===== src/rtl/boot_cmd_sniffer.sv =====
module boot_cmd_sniffer #(
  parameter int FRAME_BITS = 48,
  parameter logic [FRAME_BITS-1:0] PAT_IDLE = 48'h400000000095,
  parameter logic [FRAME_BITS-1:0] PAT_PRE  = 48'h40F0F0F0F0FD,
  parameter logic [FRAME_BITS-1:0] PAT_BOOT = 48'h40FFFFFFFAE5
) (
  input  logic       clk,
  input  logic       rst_n,
  input  logic       en,
  input  logic       cmd_line,
  output logic       cmd_valid,
  output logic [1:0] cmd_code
);

  localparam int CNT_W = $clog2(FRAME_BITS + 1);
  localparam logic [CNT_W-1:0] LAST_IDX = CNT_W'(FRAME_BITS - 1);

  logic                  capturing;
  logic                  armed;
  logic                  done;
  logic [CNT_W-1:0]      bit_cnt;
  logic [FRAME_BITS-1:0] shreg;
  logic [1:0]            match_code;

  wire start_bit = !capturing && armed && !cmd_line;

  always_comb begin
    if (shreg == PAT_IDLE)      match_code = 2'd0;
    else if (shreg == PAT_PRE)  match_code = 2'd1;
    else if (shreg == PAT_BOOT) match_code = 2'd2;
    else                        match_code = 2'd3;
  end

  always_ff @(posedge clk) begin
    if (!rst_n || !en) begin
      capturing <= 1'b0;
      armed     <= 1'b0;
      done      <= 1'b0;
      bit_cnt   <= '0;
      shreg     <= '0;
      cmd_valid <= 1'b0;
      cmd_code  <= 2'd0;
    end else begin
      done      <= 1'b0;
      cmd_valid <= done;
      cmd_code  <= done ? match_code : 2'd0;
      if (start_bit) begin
        capturing <= 1'b1;
        armed     <= 1'b0;
        bit_cnt   <= CNT_W'(1);
        shreg     <= {shreg[FRAME_BITS-2:0], cmd_line};
      end else if (capturing) begin
        shreg <= {shreg[FRAME_BITS-2:0], cmd_line};
        if (bit_cnt == LAST_IDX) begin
          capturing <= 1'b0;
          done      <= 1'b1;
          bit_cnt   <= '0;
        end else begin
          bit_cnt <= bit_cnt + CNT_W'(1);
        end
      end else begin
        armed <= armed | cmd_line;
      end
    end
  end


  single_pulse_chk: assert property (@(posedge clk) disable iff (!rst_n)
    cmd_valid |=> !cmd_valid);


  code_quiet_chk: assert property (@(posedge clk) disable iff (!rst_n)
    !cmd_valid |-> cmd_code == 2'd0);


  en_silence_chk: assert property (@(posedge clk) disable iff (!rst_n)
    !en |=> !cmd_valid && !capturing);


  start_on_zero_chk: assert property (@(posedge clk) disable iff (!rst_n)
    $rose(capturing) |-> !$past(cmd_line) && $past(en));


  strobe_after_frame_chk: assert property (@(posedge clk) disable iff (!rst_n)
    cmd_valid |-> !capturing && $past(done));


  count_bound_chk: assert property (@(posedge clk) disable iff (!rst_n)
    bit_cnt < CNT_W'(FRAME_BITS));

endmodule


===== config.mk =====
export PLATFORM = sky130hd
export DESIGN_NAME = boot_cmd_sniffer
export DESIGN_NICKNAME = d
export VERILOG_FILES = /design/src/rtl/boot_cmd_sniffer.sv
export SDC_FILE = /design/constraint.sdc
export NUM_CORES = 1
export LEC_CHECK = 0
export BUFFER_PORTS_ARGS = -buffer_cell sky130_fd_sc_hd__buf_2
export CORE_ASPECT_RATIO = 1.4
export CORE_MARGIN = 2
export CORE_UTILIZATION = 45
export CTS_CLUSTER_SIZE = 12
export DETAILED_ROUTE_END_ITERATION = 8
export GPL_TIMING_DRIVEN = 0
export PLACE_DENSITY = 0.65
export SLEW_MARGIN = 20
export SYNTH_ARGS = -nofsm -noshare
export SYNTH_HDL_FRONTEND = slang
export SYNTH_SLANG_ARGS = --single-unit
export TNS_END_PERCENT = 50

===== constraint.sdc =====
create_clock -name clk -period 3.1 [get_ports clk]
set_clock_uncertainty 0.05 [all_clocks]
set_input_delay 0.62 -clock clk [delete_from_list [all_inputs] [get_ports clk]]
set_output_delay 0.62 -clock clk [all_outputs]
set_load 0.005 [all_outputs]

**Yosys cells after proc, flatten, opt, wreduce, memory -nomap -nowiden**

Index checks and enable logic that the tools add are counted.
Widths: inputs -> output; s select.

- Bits of input ports: 4
- Output and inout bits: 3
- Register bits after elaboration: 60

- Bitwise operators: 3
- Reductions and logical operators: 12
- Mux-type cells: 11
- Equal/unequal tests: 4
- Add/sub/neg operators: 1

Operators with widths:

| cell | number |
|---|---|
| $eq 48x47->1 const B | 3 |
| $mux 48 | 2 |
| $mux 1 | 8 |
| $add 6x1->6 const B | 1 |
| $eq 6x6->1 const B | 1 |
| $mux 6 | 1 |
| $reduce_or 3->1 | 2 |
| $logic_not 1->1 | 4 |
| $reduce_or 4->1 | 1 |
| $logic_and 1x1->1 | 2 |
| $not 1->1 | 2 |
| $reduce_bool 2->1 | 1 |
| $reduce_or 2->1 | 1 |
| $logic_or 1x1->1 | 1 |
| $or 1x1->1 | 1 |

**Logic depth before layout (Yosys ltp)**

Gate-level depths: netlist of the first run.

- Depth in word-level cells: 4
- Depth in mapped cells: 6
- Gate-level depth less buffers: 6

**Worst setup path after synthesis of the first run**

No wires, ideal clock.

- Path kind: input-to-reg
- Start: input port cmd_line
- End: register shreg[11]
- Stages on the path: 6
- Arrival time: 1618 ps
- Path slack: 1362 ps
- Path buffers: 2
- Data required time: 2980 ps
- Library setup time: 70 ps
- Path through: nand2b_1 -> nand2b_1 -> clkbuf_1 -> clkbuf_1 -> nand2_1 -> a21oi_1

- Longest elaborated chain between the ends: 3
- Elaborated cells on any way between the ends: 4

RTL lines:

| item | RTL line | text |
|---|---|---|
| from (decl) | 10 | `input logic cmd_line,` |
| $logic_not 1->1 (*) | 25 | `wire start_bit = !capturing && armed && !cmd_line;` |
| $logic_and 1x1->1 (*) | 25 |  |
| $mux 48 or $reduce_bool 2->1 (tied branches) | -- |  |
| to (signal assigned) | 51 | `shreg <= {shreg[FRAME_BITS-2:0], cmd_line};` |
| to (signal assigned) | 53 | `shreg <= {shreg[FRAME_BITS-2:0], cmd_line};` |
| to (decl) | 22 | `logic [FRAME_BITS-1:0] shreg;` |

Every way passes the cells marked *; elsewhere a longest branch is shown, timed or not.
A chain may end at the register's enable or synchronous reset.

**Worst setup path after layout of the first run**

- Start: register shreg[6]
- End: register cmd_code[0]

- Longest elaborated chain between the ends: 3
- Elaborated cells on any way between the ends: 6

RTL lines:

| item | RTL line | text |
|---|---|---|
| $eq 48x47->1 | 30 | `else if (shreg == PAT_BOOT) match_code = 2'd2;` |
| $mux 1 | 30 |  |
| $mux 1 | 29 | `else if (shreg == PAT_PRE) match_code = 2'd1;` |
| to (signal assigned) | 46 | `cmd_code <= done ? match_code : 2'd0;` |
| to (decl) | 12 | `output logic [1:0] cmd_code` |

Parallel ways exist; a longest one is shown, timed or not.

==> results of run 1 <==
[layout by cell type (no fill, tap or decap), drive strengths merged, types with 2 or more instances in the layout]
master / n
clkbuf: 29
nand2b: 2
a21oi: 49
mux2i: 2
dfxtp: 60
nand3: 6
clkinv: 2
nor4b: 4
nand2: 101
nor2b: 3
nor4: 5
nor2: 11
xor2: 3
nand4: 8
or4: 4
buf: 7
[final cells by class]
cell class	instances	share of cell area (%)
well taps	64	3.12
multi-input cells	210	39.6
plain buffers	17	2.54
inverters	1	0.146
flip-flops and latches	60	46.8
clock inverters	2	0.390
repair buffers	6	1.17
clock buffers	13	6.20
[layer usage]
metal	vias to the layer above	share of wire, %	routed length, um
met4	0	3.3	159
met1	908	45	2160
met3	11	3.9	190
met5	-	0	0
met2	32	48	2310
li1	1005	-	-
[metrics by stage]
step / instances / instance area (um^2) / utilization (%) / hold WS (ns)
after global placement: 358 / 2400 / 49.1 / 0.392
after CTS: 373 / 2560 / 52.6 / 0.413
after global routing: 373 / 2560 / 52.6 / 0.438
after detailed placement: 358 / 2400 / 49.1 / 0.404
after floorplan: 288 / 2290 / - / 0.382
final: 373 / 2560 / 52.6 / 0.413
[kinds of logic after synthesis]
group                    share of synthesized area (%)
flip-flops                                        52.5
adder cells (fa/ha/maj)                          0.547
AO/OA/AOI/OAI                                     12.3
buffers and inverters                             3.01
multiplexers                                     0.876
AND/OR/NAND/NOR                                   29.2
XOR/XNOR                                          1.53
[power breakdown]
group | leakage [nW] | switching, mW | internal, mW | total, mW
clock network | 0.0893 | 0.278 | 0.327 | 0.605
logic | 0.244 | 0.0308 | 0.00723 | 0.0380
registers | 0.483 | 0.000592 | 0.772 | 0.773
total | 0.817 | 0.309 | 1.11 | 1.42
[flip-flops by register name, indices dropped and copies added, names as in the netlist]
signal	count
bit_cnt	6
cmd_code	2
armed	1
capturing	1
done	1
cmd_valid	1
shreg	48
[critical path, delay by kind of cell (launching register included)]
| family | cells | cell delay (ns) |
|---|---|---|
| simple gates | 3 | 1.11 |
| flops | 1 | 0.34 |
| compound gates | 2 | 0.31 |
[final timing paths]
kind	start	endpoint
worst min-delay path	shreg[47]$_SDFFE_PP0P_	shreg[47]$_SDFFE_PP0P_
worst min register to register	shreg[47]$_SDFFE_PP0P_	shreg[47]$_SDFFE_PP0P_
worst max register to register	shreg[6]$_SDFFE_PP0P_	cmd_code[0]$_SDFF_PP0_
worst max-delay path	shreg[6]$_SDFFE_PP0P_	cmd_code[0]$_SDFF_PP0_
==> run summary, run 1 <==
Least-Margin Pin Slew - 0.512 ns
N_diodes - 0
Gr busiest metal - met2
DP HPWL - 3440 um
Met3 Use GR - 6.23%
R2r worst-path depth - 5
Hold path depth - 2
Slew headroom - 65.5%
Longest Clk Path Bufs - 2
Final Cycle Share - 62.6%
Area share of the largest cell type after synthesis - 52.5%
Synth top area cells - dfxtp_1, nand2_1, a21oi_1
EDFF count, synth - 0
Reg clk slew, reported paths - 0.06 ns
DRC viols - 0
Share of cells above drive strength 1 - 7.12%
GR Util All Layers - 20.2%
Syn_area_per_cell - 7.94 um^2
Vias - 1956
Worst Hold Class - reg2reg
Yosys warning count - 0
Initial antenna violation count - 0
Worst setup EP type - flip-flop
Footprint of the multi-input gates - 0.00102 mm^2
Mapped Area - 0.00229 mm^2
Routed Antenna Nets - 0
Maximum vdd drop - 0.338 mV
M2 GR Usage - 33.5%
Worst reg-to-reg setup slack - 1.16 ns
Worst endpoint required time - 3.26 ns
CP max FO - 4
Final setup viols - 0
Met1 global-route usage - 22.9%
Maxcap violations - 0
# clock sinks - 60
Die Wd - 64.2 um
Routability Congestion - 0.824
Final min period - 1.94 ns
I/O pin total - 7
Vias in the first global route - 1888
DIE HEIGHT - 88.3 um
Layout area overhead - 12.2%
Worst setup margin - 1.16 ns
Detailed Route WL - 4830 um
Mapped Nets - 293
Most used DFF post-synth - dfxtp_1
GRT overflow - 0
Register bit total from synthesis - 60
Worst path max stage delay - 0.50 ns
# port buffers - 6
Nets - 310
Sequential-to-total area share from yosys stat - 52.5%
Mapped Cells - 288
LEAKAGE - 0.817 nW
Status - complete, no violations
Slowest-stage cell, CP - nor4_1
CP Cell Sequence - nor4_1, nand3_1, or4_1, o22ai_1, a21oi_1
First-pass GRT wire length - 8600 um
Cell taking the most area after synthesis - dfxtp_1
Most common cell in the netlist - nand2_1
Starting density of the core - 46.8%
Fillers - 506
Core Box Area - 0.00488 mm^2
Fmax - 0.515 GHz
Number of distinct library cells after synthesis - 28
Root Buffer - clkbuf_8
Pre-CTS setup slack - 0.877 ns
Setup repair bufs after CTS - 0
Total Power - 1.42 mW
Setup repair after global routing missed its margin - false
Vias/cell - 5.24
# rows - 30
Commonest cells in the netlist - nand2_1, dfxtp_1, a21oi_1
CTS tree - done
First-pass DRT Iterations - 4
CTS Buf Count - 9
FFs w/ async S/R, synth - 0%
Hold Violations, Final - 0
Post-CTS sizing - 0
Worst path arrival time - 2.10 ns
Die area - 0.00567 mm^2
Startpoint types - flip-flop
Max Transition Viols Final - 0
Detailed router's first-iteration violation count - 97
Kind of critical path - reg2reg
Setup TNS - 0 ns
CTS Hold Bufs - 0
Skew-Pair Late Insertion Delay - 0.33 ns
Pwr Density - 552 mW/mm^2
Largest net degree at the start of global routing - 11
CTS H-tree depth - 3
Sequential cell area - 0.00120 mm^2
Routed len/inst - 12.9 um
Power figures use the tool's default switching activity.
==> inputs of run 2 (changes only) <==
ABC_AREA = 1   (was unset)
PLACE_DENSITY = 0.67   (was 0.65)
clock period = 1.7 ns   (was 3.1 ns; I/O delays follow)
==> run 2 against run 1 <==
Effect of this change:
- core utilization fell by 1.2 points
- sequential power is 89% higher
- critical path depth is the same
- non-clock buffer count shrank 2
- setup slack worse by 0.79 ns
- clock power grew 83%
- routed wire length up 6.5%
- maximum frequency rose by 46%
- first-iteration DRC count down 28%
- cell area grew 9.8%
- cell count is 15% higher
- critical path type unchanged
==> run summary, run 2 <==
Register bit total from synthesis - 60
Clk pwr share - 40.6%
Least-Margin Pin Slew - 0.457 ns
Die area - 0.00625 mm^2
Longest Clk Path Bufs - 2
Setup repair after global routing missed its margin - false
Area share of the largest cell type after synthesis - 47.4%
Worst setup margin - 0.373 ns
Post-CTS sizing - 0
# rows - 32
Pwr Density - 973 mW/mm^2
Final hold slack - 0.212 ns
Most used DFF post-synth - dfxtp_1
EDFF count, synth - 0
Most common cell after layout, fill and taps aside - nor2_1
Total Power - 2.74 mW
CTS H-tree depth - 3
Worst path arrival time - 1.51 ns
Status - complete, no violations
Routed len/inst - 12.0 um
# clock sinks - 60
Worst path max stage delay - 0.38 ns
Fmax - 0.754 GHz
Number of distinct library cells after synthesis - 27
Mapped Nets - 346
WP buf/inv - 0
N_diodes - 0
GRT overflow - 0
Reg clk slew, reported paths - 0.06 ns
Root Buffer - clkbuf_8
Starting density of the core - 46.2%
# port buffers - 6
Dpl cell area - 0.00265 mm^2
Pre-CTS setup slack - 0.254 ns
Skew-Pair Late Insertion Delay - 0.34 ns
Power share of the combinational group - 6.3%
Slowest-stage cell, CP - dfxtp_1
First-pass DRT Iterations - 4
Layout area overhead - 11.2%
CP top delay family - simple AND/OR/NAND/NOR gates
Cell taking the most area after synthesis - dfxtp_1
Most flops, register - shreg
Vias - 2098
Worst setup EP type - flip-flop
Max FFs per register - 48
Final Cycle Share - 78.0%
Post-synthesis mux area share - 0%
DIE HEIGHT - 92.8 um
Yosys warning count - 0
CTS Hold Bufs - 0
Complex-gate fraction of the synthesized area - 16.1%
Worst Hold Class - in2reg
Vias in the first global route - 2042
DP HPWL - 3660 um
Largest net degree at the start of global routing - 11
CTS tree - done
Commonest cells after routing, fill and taps aside - nor2_1, dfxtp_1, nand2_1
Max Transition Viols Final - 0
Syn_area_per_cell - 7.43 um^2
First-pass GRT wire length - 9030 um
Sequential-to-total area share from yosys stat - 47.4%
Final setup viols - 0
Sw Ratio - 23.7%
Worst endpoint required time - 1.88 ns
Internal - 2.09 mW
Routed Antenna Nets - 0
CP max FO - 3
Routability Congestion - 0.813
Detailed router's first-iteration violation count - 70
Initial antenna violation count - 0
Maximum vdd drop - 0.746 mV
Slew headroom - 69.5%
Vias/cell - 4.88
Commonest cells in the netlist - nor2_1, dfxtp_1, nand2_1
I/O pin total - 7
Share of cells above drive strength 1 - 13.3%
GR Util All Layers - 19.2%
Core Box Area - 0.00549 mm^2
Maxcap violations - 0
Hold Violations, Final - 0
Psw - 649 uW
CTS Buf Count - 9
Largest family of logic cells by synthesized area - simple AND/OR/NAND/NOR gates
Nets - 363
Setup repair bufs after CTS - 0
Final min period - 1.33 ns
Fillers - 534
Mapped Area - 0.00253 mm^2
Sequential power share - 53.1%
Xor and xnor area share after synthesis - 1.38%
Die Wd - 67.4 um
CP Cell Sequence - ha_1, nand4_1, nand3b_1, nand3_1, nor2_1
Most common cell in the netlist - nor2_1
LEAKAGE - 1.17 nW
Detailed Route WL - 5140 um
DRC viols - 0
Post-Synth Adder-Cell Area - 0.494%
Kind of critical path - reg2reg
Post-synthesis simple-gate area fraction - 25.9%
Startpoint types - flip-flop
FFs w/ async S/R, synth - 0%
Setup TNS - 0 ns
Biggest regs - shreg (48), bit_cnt (6), cmd_code (2)
Synth top area cells - dfxtp_1, nor2_1, nand2_1
Mapped Cells - 341
Finished Cell Area - 0.00282 mm^2
-- run 2: changes by cell type after synthesis, moves of 6 or more --
cell	delta
clkbuf_1	-14
a21oi_1	-35
a21oi_2	+8
nor2_1	+95
o21ai_1	+31
o21ai_0	+12
o21ai_2	+6
inv_1	+21
nand2_1	-56
-- run 2: kinds of logic after synthesis --
family                   Yosys count
AO/OA/AOI/OAI                     71
XOR/XNOR                           4
adder cells (fa/ha/maj)            1
buffers and inverters             39
flip-flops                        60
AND/OR/NAND/NOR                  166
-- run 2: worst reg2reg max path: stages, from the launching register on --
cell      delay, ns
dfxtp_1        0.38
ha_1           0.19
nand4_1        0.15
nand3b_1       0.25
nand3_1        0.15
nor2_1         0.05
-- run 2: power by group through the flow --
stage / clock network [mW] / registers [mW] / logic [mW]
after floorplan: 0 / 1.48 / 0.134
after global placement: 0 / 1.49 / 0.171
after detailed placement: 0 / 1.49 / 0.172
after CTS: 1.13 / 1.46 / 0.173
after global routing: 1.18 / 1.46 / 0.196
final: 1.11 / 1.46 / 0.172
-- run 2: worst paths after layout --
check	startpoint	endpoint	slack, ns	cells after the start
min	cmd_line	armed$_SDFFE_PP0N_	0.21	3
max	bit_cnt[0]$_SDFFE_PP0P_	bit_cnt[3]$_SDFFE_PP0P_	0.37	5
min reg2reg	shreg[47]$_SDFFE_PP0P_	shreg[47]$_SDFFE_PP0P_	0.41	2
max reg2reg	bit_cnt[0]$_SDFFE_PP0P_	bit_cnt[3]$_SDFFE_PP0P_	0.37	5
-- run 2: stage by stage --
stage               util (%)  cells
finish                  51.3    430
global route            51.3    430
CTS                     51.3    430
detailed placement      48.3    415
global placement        48.3    415
floorplan                  -    341
-- run 2: area by class of cell --
class                      count  area [um^2]  share of cell area, %
sequential                    60         1200                   42.6
multi-input combinational    242         1110                   39.4
clock buffer                  13          159                   5.64
buffer                        15          130                   4.62
inverter                      24         90.1                   3.20
tap                           68         85.1                   3.02
timing repair buffer           6         30.0                   1.07
clock inverter                 2         10.0                  0.355
-- run 2: routing by layer --
metal	up-vias	wire length, um	global-route usage, %
met4	0	163	12.1
met1	941	2430	23.6
li1	1126	-	-
met5	-	0	0
met2	18	2450	30.9
met3	13	96	2.55
